$ cat config.mk
export PLATFORM = sky130hd
export DESIGN_NAME = tlb_xlate
export DESIGN_NICKNAME = d
export VERILOG_FILES = /design/src/rtl/tlb_pkg.sv /design/src/rtl/tlb_dpath.sv /design/src/rtl/tlb_ctrl.sv /design/src/rtl/tlb_xlate.sv
export SDC_FILE = /design/constraint.sdc
export NUM_CORES = 1
export LEC_CHECK = 0
export BUFFER_PORTS_ARGS = -buffer_cell sky130_fd_sc_hd__buf_2
export CAP_MARGIN = 20
export CORE_MARGIN = 2
export CORE_UTILIZATION = 35
export DETAILED_ROUTE_END_ITERATION = 6
export HOLD_SLACK_MARGIN = 0.12
export PLACE_DENSITY_LB_ADDON = 0.25
export SETUP_SLACK_MARGIN = 0.4
export SYNTH_ARGS = -nofsm -noshare
export SYNTH_HDL_FRONTEND = slang
export SYNTH_SLANG_ARGS = --single-unit
export TNS_END_PERCENT = 20
$ cat constraint.sdc
create_clock -name clk -period 3.1 [get_ports clk]
set_clock_uncertainty 0.15 [all_clocks]
set_input_delay 0.31 -clock clk [delete_from_list [all_inputs] [get_ports clk]]
set_output_delay 0.31 -clock clk [all_outputs]
set_load 0.02 [all_outputs]
$ cat src/rtl/tlb_pkg.sv
package tlb_pkg;

  typedef enum logic [1:0] {
    ACC_FETCH = 2'd0,
    ACC_LOAD  = 2'd1,
    ACC_STORE = 2'd2,
    ACC_RSVD  = 2'd3
  } acc_e;

  localparam int PERM_W   = 3;
  localparam int PERM_RD  = 0;
  localparam int PERM_WR  = 1;
  localparam int PERM_EX  = 2;

  // Strobes from control to datapath
  typedef struct packed {
    logic fillWe;    // write fill into victim slot
    logic flushEn;   // invalidate matching non-global entries
    logic xlateOk;   // register translated address
    logic walkCap;   // register walk page/tag
  } tlb_strobe_t;

endpackage

$ cat src/rtl/tlb_dpath.sv
module tlb_dpath
  import tlb_pkg::*;
#(
  parameter int ENTRIES = 8,
  parameter int IDX_W   = 3,
  parameter int VPN_W   = 20,
  parameter int PPN_W   = 20,
  parameter int ASID_W  = 8,
  parameter int PAGE_W  = 12
) (
  input  logic                clk,
  input  logic                rstN,
  input  tlb_strobe_t         strobe,
  input  logic [IDX_W-1:0]    victimIdx,
  input  logic [VPN_W-1:0]    reqVpn,
  input  logic [PAGE_W-1:0]   reqOffset,
  input  logic [ASID_W-1:0]   reqAsid,
  input  logic [VPN_W-1:0]    fillVpn,
  input  logic [ASID_W-1:0]   fillAsid,
  input  logic [PPN_W-1:0]    fillPpn,
  input  logic [PERM_W-1:0]   fillPerm,
  input  logic                fillGlobal,
  input  logic [ASID_W-1:0]   flushAsid,
  output logic                hitAny,
  output logic [PERM_W-1:0]   hitPerm,
  output logic [PPN_W+PAGE_W-1:0] rspPaddr,
  output logic [VPN_W-1:0]    walkVpn,
  output logic [ASID_W-1:0]   walkAsid
);

  logic                vldQ  [ENTRIES];
  logic                gblQ  [ENTRIES];
  logic [ASID_W-1:0]   asidQ [ENTRIES];
  logic [VPN_W-1:0]    vpnQ  [ENTRIES];
  logic [PPN_W-1:0]    ppnQ  [ENTRIES];
  logic [PERM_W-1:0]   permQ [ENTRIES];
  logic [ENTRIES-1:0]  matchVec;

  logic [PPN_W-1:0]    selPpn;

  for (genvar e = 0; e < ENTRIES; e++) begin : gEntry
    logic fillHere;
    logic flushHere;
    assign fillHere  = strobe.fillWe && (victimIdx == IDX_W'(e));
    assign flushHere = strobe.flushEn && !gblQ[e] && (asidQ[e] == flushAsid);

    always_ff @(posedge clk) begin
      if (!rstN) begin
        vldQ[e] <= 1'b0;
      end else if (fillHere) begin
        vldQ[e] <= 1'b1;
      end else if (flushHere) begin
        vldQ[e] <= 1'b0;
      end
    end

    always_ff @(posedge clk) begin
      if (!rstN) begin
        gblQ[e]  <= 1'b0;
        asidQ[e] <= '0;
        vpnQ[e]  <= '0;
        ppnQ[e]  <= '0;
        permQ[e] <= '0;
      end else if (fillHere) begin
        gblQ[e]  <= fillGlobal;
        asidQ[e] <= fillAsid;
        vpnQ[e]  <= fillVpn;
        ppnQ[e]  <= fillPpn;
        permQ[e] <= fillPerm;
      end
    end

    assign matchVec[e] = vldQ[e] && (vpnQ[e] == reqVpn) &&
                         (gblQ[e] || (asidQ[e] == reqAsid));
  end

  // Lowest matching slot wins
  always_comb begin
    selPpn  = '0;
    hitPerm = '0;
    for (int i = ENTRIES - 1; i >= 0; i--) begin
      if (matchVec[i]) begin
        selPpn  = ppnQ[i];
        hitPerm = permQ[i];
      end
    end
  end

  assign hitAny = |matchVec;

  always_ff @(posedge clk) begin
    if (!rstN) begin
      rspPaddr <= '0;
      walkVpn  <= '0;
      walkAsid <= '0;
    end else begin
      rspPaddr <= strobe.xlateOk ? {selPpn, reqOffset} : '0;
      if (strobe.walkCap) begin
        walkVpn  <= reqVpn;
        walkAsid <= reqAsid;
      end
    end
  end

endmodule

$ cat src/rtl/tlb_ctrl.sv
module tlb_ctrl
  import tlb_pkg::*;
#(
  parameter int ENTRIES = 8,
  parameter int IDX_W   = 3
) (
  input  logic              clk,
  input  logic              rstN,
  input  logic              reqValid,
  input  logic [1:0]        reqKind,
  input  logic              fillValid,
  input  logic              flushValid,
  input  logic              hitAny,
  input  logic [PERM_W-1:0] hitPerm,
  output tlb_strobe_t       strobe,
  output logic [IDX_W-1:0]  victimIdx,
  output logic              hitQ,
  output logic              missQ,
  output logic              faultQ
);

  localparam logic [IDX_W-1:0] LAST_IDX = IDX_W'(ENTRIES - 1);

  logic permOk;
  acc_e kind;

  assign kind = acc_e'(reqKind);

  always_comb begin
    unique case (kind)
      ACC_FETCH: permOk = hitPerm[PERM_EX];
      ACC_LOAD:  permOk = hitPerm[PERM_RD];
      ACC_STORE: permOk = hitPerm[PERM_WR];
      default:   permOk = 1'b0;
    endcase
  end

  always_comb begin
    strobe.fillWe  = fillValid;
    strobe.flushEn = flushValid;
    strobe.xlateOk = reqValid && hitAny && permOk;
    strobe.walkCap = reqValid && !hitAny;
  end

  always_ff @(posedge clk) begin
    if (!rstN) begin
      victimIdx <= '0;
    end else if (fillValid) begin
      victimIdx <= (victimIdx == LAST_IDX) ? '0 : victimIdx + 1'b1;
    end
  end

  always_ff @(posedge clk) begin
    if (!rstN) begin
      hitQ   <= 1'b0;
      missQ  <= 1'b0;
      faultQ <= 1'b0;
    end else begin
      hitQ   <= reqValid && hitAny && permOk;
      missQ  <= reqValid && !hitAny;
      faultQ <= reqValid && hitAny && !permOk;
    end
  end

endmodule

$ cat src/rtl/tlb_xlate.sv
module tlb_xlate
  import tlb_pkg::*;
#(
  parameter int VA_W    = 32,
  parameter int PA_W    = 32,
  parameter int PAGE_W  = 12,
  parameter int ASID_W  = 8,
  parameter int ENTRIES = 8,
  localparam int VPN_W  = VA_W - PAGE_W,
  localparam int PPN_W  = PA_W - PAGE_W,
  localparam int IDX_W  = (ENTRIES > 1) ? $clog2(ENTRIES) : 1
) (
  input  logic              clk,
  input  logic              rstN,
  input  logic              reqValid,
  input  logic [VA_W-1:0]   reqVaddr,
  input  logic [ASID_W-1:0] reqAsid,
  input  logic [1:0]        reqKind,
  output logic              rspValid,
  output logic              rspHit,
  output logic              rspMiss,
  output logic              rspFault,
  output logic [PA_W-1:0]   rspPaddr,
  output logic              walkReq,
  output logic [VPN_W-1:0]  walkVpn,
  output logic [ASID_W-1:0] walkAsid,
  input  logic              fillValid,
  input  logic [VPN_W-1:0]  fillVpn,
  input  logic [ASID_W-1:0] fillAsid,
  input  logic [PPN_W-1:0]  fillPpn,
  input  logic [2:0]        fillPerm,
  input  logic              fillGlobal,
  input  logic              flushValid,
  input  logic [ASID_W-1:0] flushAsid
);

  tlb_strobe_t        strobe;
  logic [IDX_W-1:0]   victimIdx;
  logic               hitAny;
  logic [PERM_W-1:0]  hitPerm;

  tlb_ctrl #(
    .ENTRIES (ENTRIES),
    .IDX_W   (IDX_W)
  ) ctrl_i (
    .clk        (clk),
    .rstN       (rstN),
    .reqValid   (reqValid),
    .reqKind    (reqKind),
    .fillValid  (fillValid),
    .flushValid (flushValid),
    .hitAny     (hitAny),
    .hitPerm    (hitPerm),
    .strobe     (strobe),
    .victimIdx  (victimIdx),
    .hitQ       (rspHit),
    .missQ      (rspMiss),
    .faultQ     (rspFault)
  );

  tlb_dpath #(
    .ENTRIES (ENTRIES),
    .IDX_W   (IDX_W),
    .VPN_W   (VPN_W),
    .PPN_W   (PPN_W),
    .ASID_W  (ASID_W),
    .PAGE_W  (PAGE_W)
  ) dpath_i (
    .clk        (clk),
    .rstN       (rstN),
    .strobe     (strobe),
    .victimIdx  (victimIdx),
    .reqVpn     (reqVaddr[VA_W-1:PAGE_W]),
    .reqOffset  (reqVaddr[PAGE_W-1:0]),
    .reqAsid    (reqAsid),
    .fillVpn    (fillVpn),
    .fillAsid   (fillAsid),
    .fillPpn    (fillPpn),
    .fillPerm   (fillPerm),
    .fillGlobal (fillGlobal),
    .flushAsid  (flushAsid),
    .hitAny     (hitAny),
    .hitPerm    (hitPerm),
    .rspPaddr   (rspPaddr),
    .walkVpn    (walkVpn),
    .walkAsid   (walkAsid)
  );

  assign rspValid = rspHit | rspMiss | rspFault;
  assign walkReq  = rspMiss;

endmodule

==> flow_metrics.env <==
export IMPL_switching_share_pct=23.79
export IMPL_p_per_area_nw_per_um2=531.0
export IMPL_drive_gt1_share_pct=19.99
export IMPL_finalHoldViolCount=0
export IMPL_ys_ff_latch=490
export IMPL_tightest_slew_ps=629.6
export IMPL_netlist_instances=1845
export IMPL_grtUsageTotal_pct=21.07
export IMPL_seqCellArea_um2=14030
export IMPL_critPathMaxFanout=9
export IMPL_drt_iter0_drc=1317
export IMPL_yosysSeqAreaShare_pct=60.44
export IMPL_reg2reg_from="dpath_i.vpnQ[1][24]"
export IMPL_synth_ff_type="edfxtp_1"
export IMPL_grt_pass1_wl_um=105500
export IMPL_final_setup_worst_slack_ps=-196.5
export IMPL_power_switching_w=0.003644
export IMPL_hold_class="in2reg"
export IMPL_yosysUniqueCellTypes=55
export IMPL_final_common_cell="edfxtp_1"
export IMPL_coreArea_um2=65750
export IMPL_grt_ovfl_total=0
export IMPL_start_kind="register"
export IMPL_total_power_w=0.01532
export IMPL_cp_endpoint="dpath_i.rspPaddr[30]"
export IMPL_slew_violations=0
export IMPL_antenna_found_initial=6
export IMPL_async_flop_share_pct=0
export IMPL_dieArea_um2=68420
export IMPL_violations="setup timing"
export IMPL_yosys_area_top_type="edfxtp_1"
export IMPL_status="finished with violations"
export IMPL_cts_buffers_inserted=52
export IMPL_place_hpwl_um=47020
export IMPL_power_leakage_nw=11.03
export IMPL_crit_start="dpath_i.vpnQ[1][24]"
export IMPL_critical_path_required_ps=3470
export IMPL_ios=172
export IMPL_ant_nets=0
export IMPL_rsz0062_at_grt="yes"
export IMPL_clk_pin_slew_ps=60
export IMPL_pre_cts_slack_ps=-355.7
export IMPL_cts_tree="done"
export IMPL_p_int_w=0.01168
export IMPL_nets=2300
export IMPL_relSlewSlack_pct=58.03
export IMPL_grt_max_degree=53
export IMPL_vias_per_cell=5.066
export IMPL_first_global_vias=15852
export IMPL_fillers=6031
export IMPL_r2r_end="dpath_i.rspPaddr[30]"
export IMPL_end_kind="register"
export IMPL_multi_input_area_um2=8653
export IMPL_fin_crit_sh_pct=106.3
export IMPL_synth_top_cell_area_share_pct=54.57
export IMPL_numPortBuffers=171
export IMPL_syn_mean_instance_area_um2=12.59
export IMPL_synth_area_leaders="edfxtp_1 55%, and2_1 11%, xnor2_1 7.1%"
export IMPL_finalSetupViolCount=59
export IMPL_firstDrtPassIters=5
export IMPL_htreeDepth=2
export IMPL_clockPowerShare_pct=41.1
export IMPL_period_needed_ps=3297
export IMPL_p_seq_share_pct=49.9
export IMPL_wl_per_cell_um=23.43
export IMPL_syn_nets=1958
export IMPL_cts_sinks=490
export IMPL_maxCapViolCount=0
export IMPL_vias=15689
export IMPL_insertion_delay_ps=610
export IMPL_syn_to_final_growth_pct=24.27
export IMPL_yosysWarnings=0
export IMPL_remaining_drc_errors=0
export IMPL_max_freq_mhz=303.4
export IMPL_rrSetupSlack_ps=-200
export IMPL_die_w_um=261.6
export IMPL_die_h_um=261.6
export IMPL_clock_path_buffers=3
export IMPL_drt_wl_total_um=72560
export IMPL_syn_area_um2=23220
export IMPL_initial_core_util_pct=35.32
export IMPL_critPathArrivalTime_ps=3660
export IMPL_gp_congestion=0.8607
export IMPL_pwr_share_comb_pct=8.9
export IMPL_worstHoldPathCells=4
export IMPL_path_class="reg2reg"
export IMPL_mostFrequentLayoutCells="422 x edfxtp_1, 419 x and2_1, 187 x xnor2_1"
export IMPL_worstRegToRegCells=13
export IMPL_synth_edff_count=422
export IMPL_fp_row_count=94
export IMPL_clock_root_buffer="clkbuf_16"
export IMPL_vdd_ir_drop_max_v=0.0004180
## worst max-delay path, stage by stage, from the launching register on
cell       delay (ps)
edfxtp_1          380
xor2_1            200
nor4_2            290
buf_4             160
nand4_1           200
buf_4             210
or3_4             400
o311ai_2           90
buf_4             160
a211oi_2           50
o2111a_2          270
buf_12            160
buf_12            150
a2111oi_4         320
## layer usage
layer / vias up / wire [um] / part of all wire, % / global-route usage (%)
li1: 7193 / - / - / -
met1: 7841 / 30500 / 42 / 27.61
met2: 543 / 36090 / 50 / 36.45
met3: 104 / 4328 / 6.0 / 3.136
met4: 8 / 1606 / 2.2 / 5.477
met5: - / 34 / 0.047 / 0
## cell families after synthesis
kind of cell	share of synthesized area, %
mux	2.112
fa+ha+maj	0.3233
flops	60.44
xor+xnor	10.79
compound gates	5.911
buf+inv	3.001
simple gates	17.43
## cell usage after synthesis (2+ instances only)
library cell,instances
a31o_2,2
nand4_1,45
edfxtp_1,422
and4_1,2
nor2b_1,31
a221oi_1,20
nand2_1,57
xnor2_1,187
and3_1,22
buf_6,9
dfxtp_1,68
xor2_1,99
o21a_1,20
and2_1,419
buf_4,13
o211a_1,2
ha_1,6
nor3_1,25
a41o_1,7
inv_1,11
o21ai_0,65
mux2i_1,49
clkbuf_1,89
nand4b_1,4
or3_1,2
a31oi_1,4
a211o_1,2
nor2_1,12
a21oi_1,34
nor4_2,2
buf_1,2
nor4_1,29
a2111oi_0,5
a2111oi_2,15
o311ai_0,2
buf_2,20
nand3_1,24
## registers in the layout, indices dropped and copies added, names as in the netlist, 3 cells and up
register	count
ctrl_i.victimIdx	3
dpath_i.walkAsid	8
dpath_i.vldQ	8
dpath_i.permQ	24
dpath_i.walkVpn	20
dpath_i.asidQ	64
dpath_i.rspPaddr	32
dpath_i.gblQ	8
dpath_i.vpnQ	160
dpath_i.ppnQ	160
## area by class of cell
cell class              instances  share of cell area, %
flip-flops and latches        490                  48.63
multi-input cells            1210                  29.99
repair buffers                422                  11.59
clock buffers                  70                  4.744
well taps                     864                  3.746
clock inverters                28                  1.140
inverters                      11                 0.1431
diodes                          2                0.01734
## what timing repair did
item,4_1_cts,5_1_grt
cloned,1,1
setup endpoints to repair,62,63
gates resized for setup,9,12
pin swaps,2,3
endpoints found under the hold margin,474,0
setup buffers,3,4
hold buffers,98,0
## how the worst min path moves through the flow
stage,endpoint,from
4_1_cts,dpath_i.walkVpn[19],reqVaddr[31]
5_1_grt,dpath_i.walkVpn[19],reqVaddr[31]
3_5_place_dp,dpath_i.walkVpn[17],dpath_i.walkVpn[17]
3_3_place_gp,dpath_i.walkVpn[14],dpath_i.walkVpn[14]
2_1_floorplan,dpath_i.rspPaddr[0],reqVaddr[0]
6_report,dpath_i.walkVpn[19],reqVaddr[31]
## power groups by stage
stage | registers, W | clock network, W | logic, W
finish | 0.00765 | 0.00630 | 0.00137
detailed placement | 0.00779 | 0 | 0.00127
CTS | 0.00765 | 0.00640 | 0.00138
floorplan | 0.00779 | 0 | 0.000693
global route | 0.00768 | 0.00665 | 0.00147
global placement | 0.00778 | 0 | 0.00127
## per-stage QoR
| step | instances | cell area (um2) | utilization [%] | setup TNS, ps | hold WS [ps] |
|---|---|---|---|---|---|
| detailed placement | 2890 | 25950 | 39.47 | -14320 | 355.3 |
| floorplan | 1845 | 23380 | - | 0 | 276.1 |
| global route | 3096 | 28850 | 43.89 | -12820 | 166.8 |
| global placement | 2890 | 25950 | 39.47 | -13230 | 343.2 |
| finish | 3097 | 28860 | 43.89 | -6855 | 174.5 |
| CTS | 3090 | 28710 | 43.67 | -7883 | 124.6 |
(Power assumes the default switching activity.)
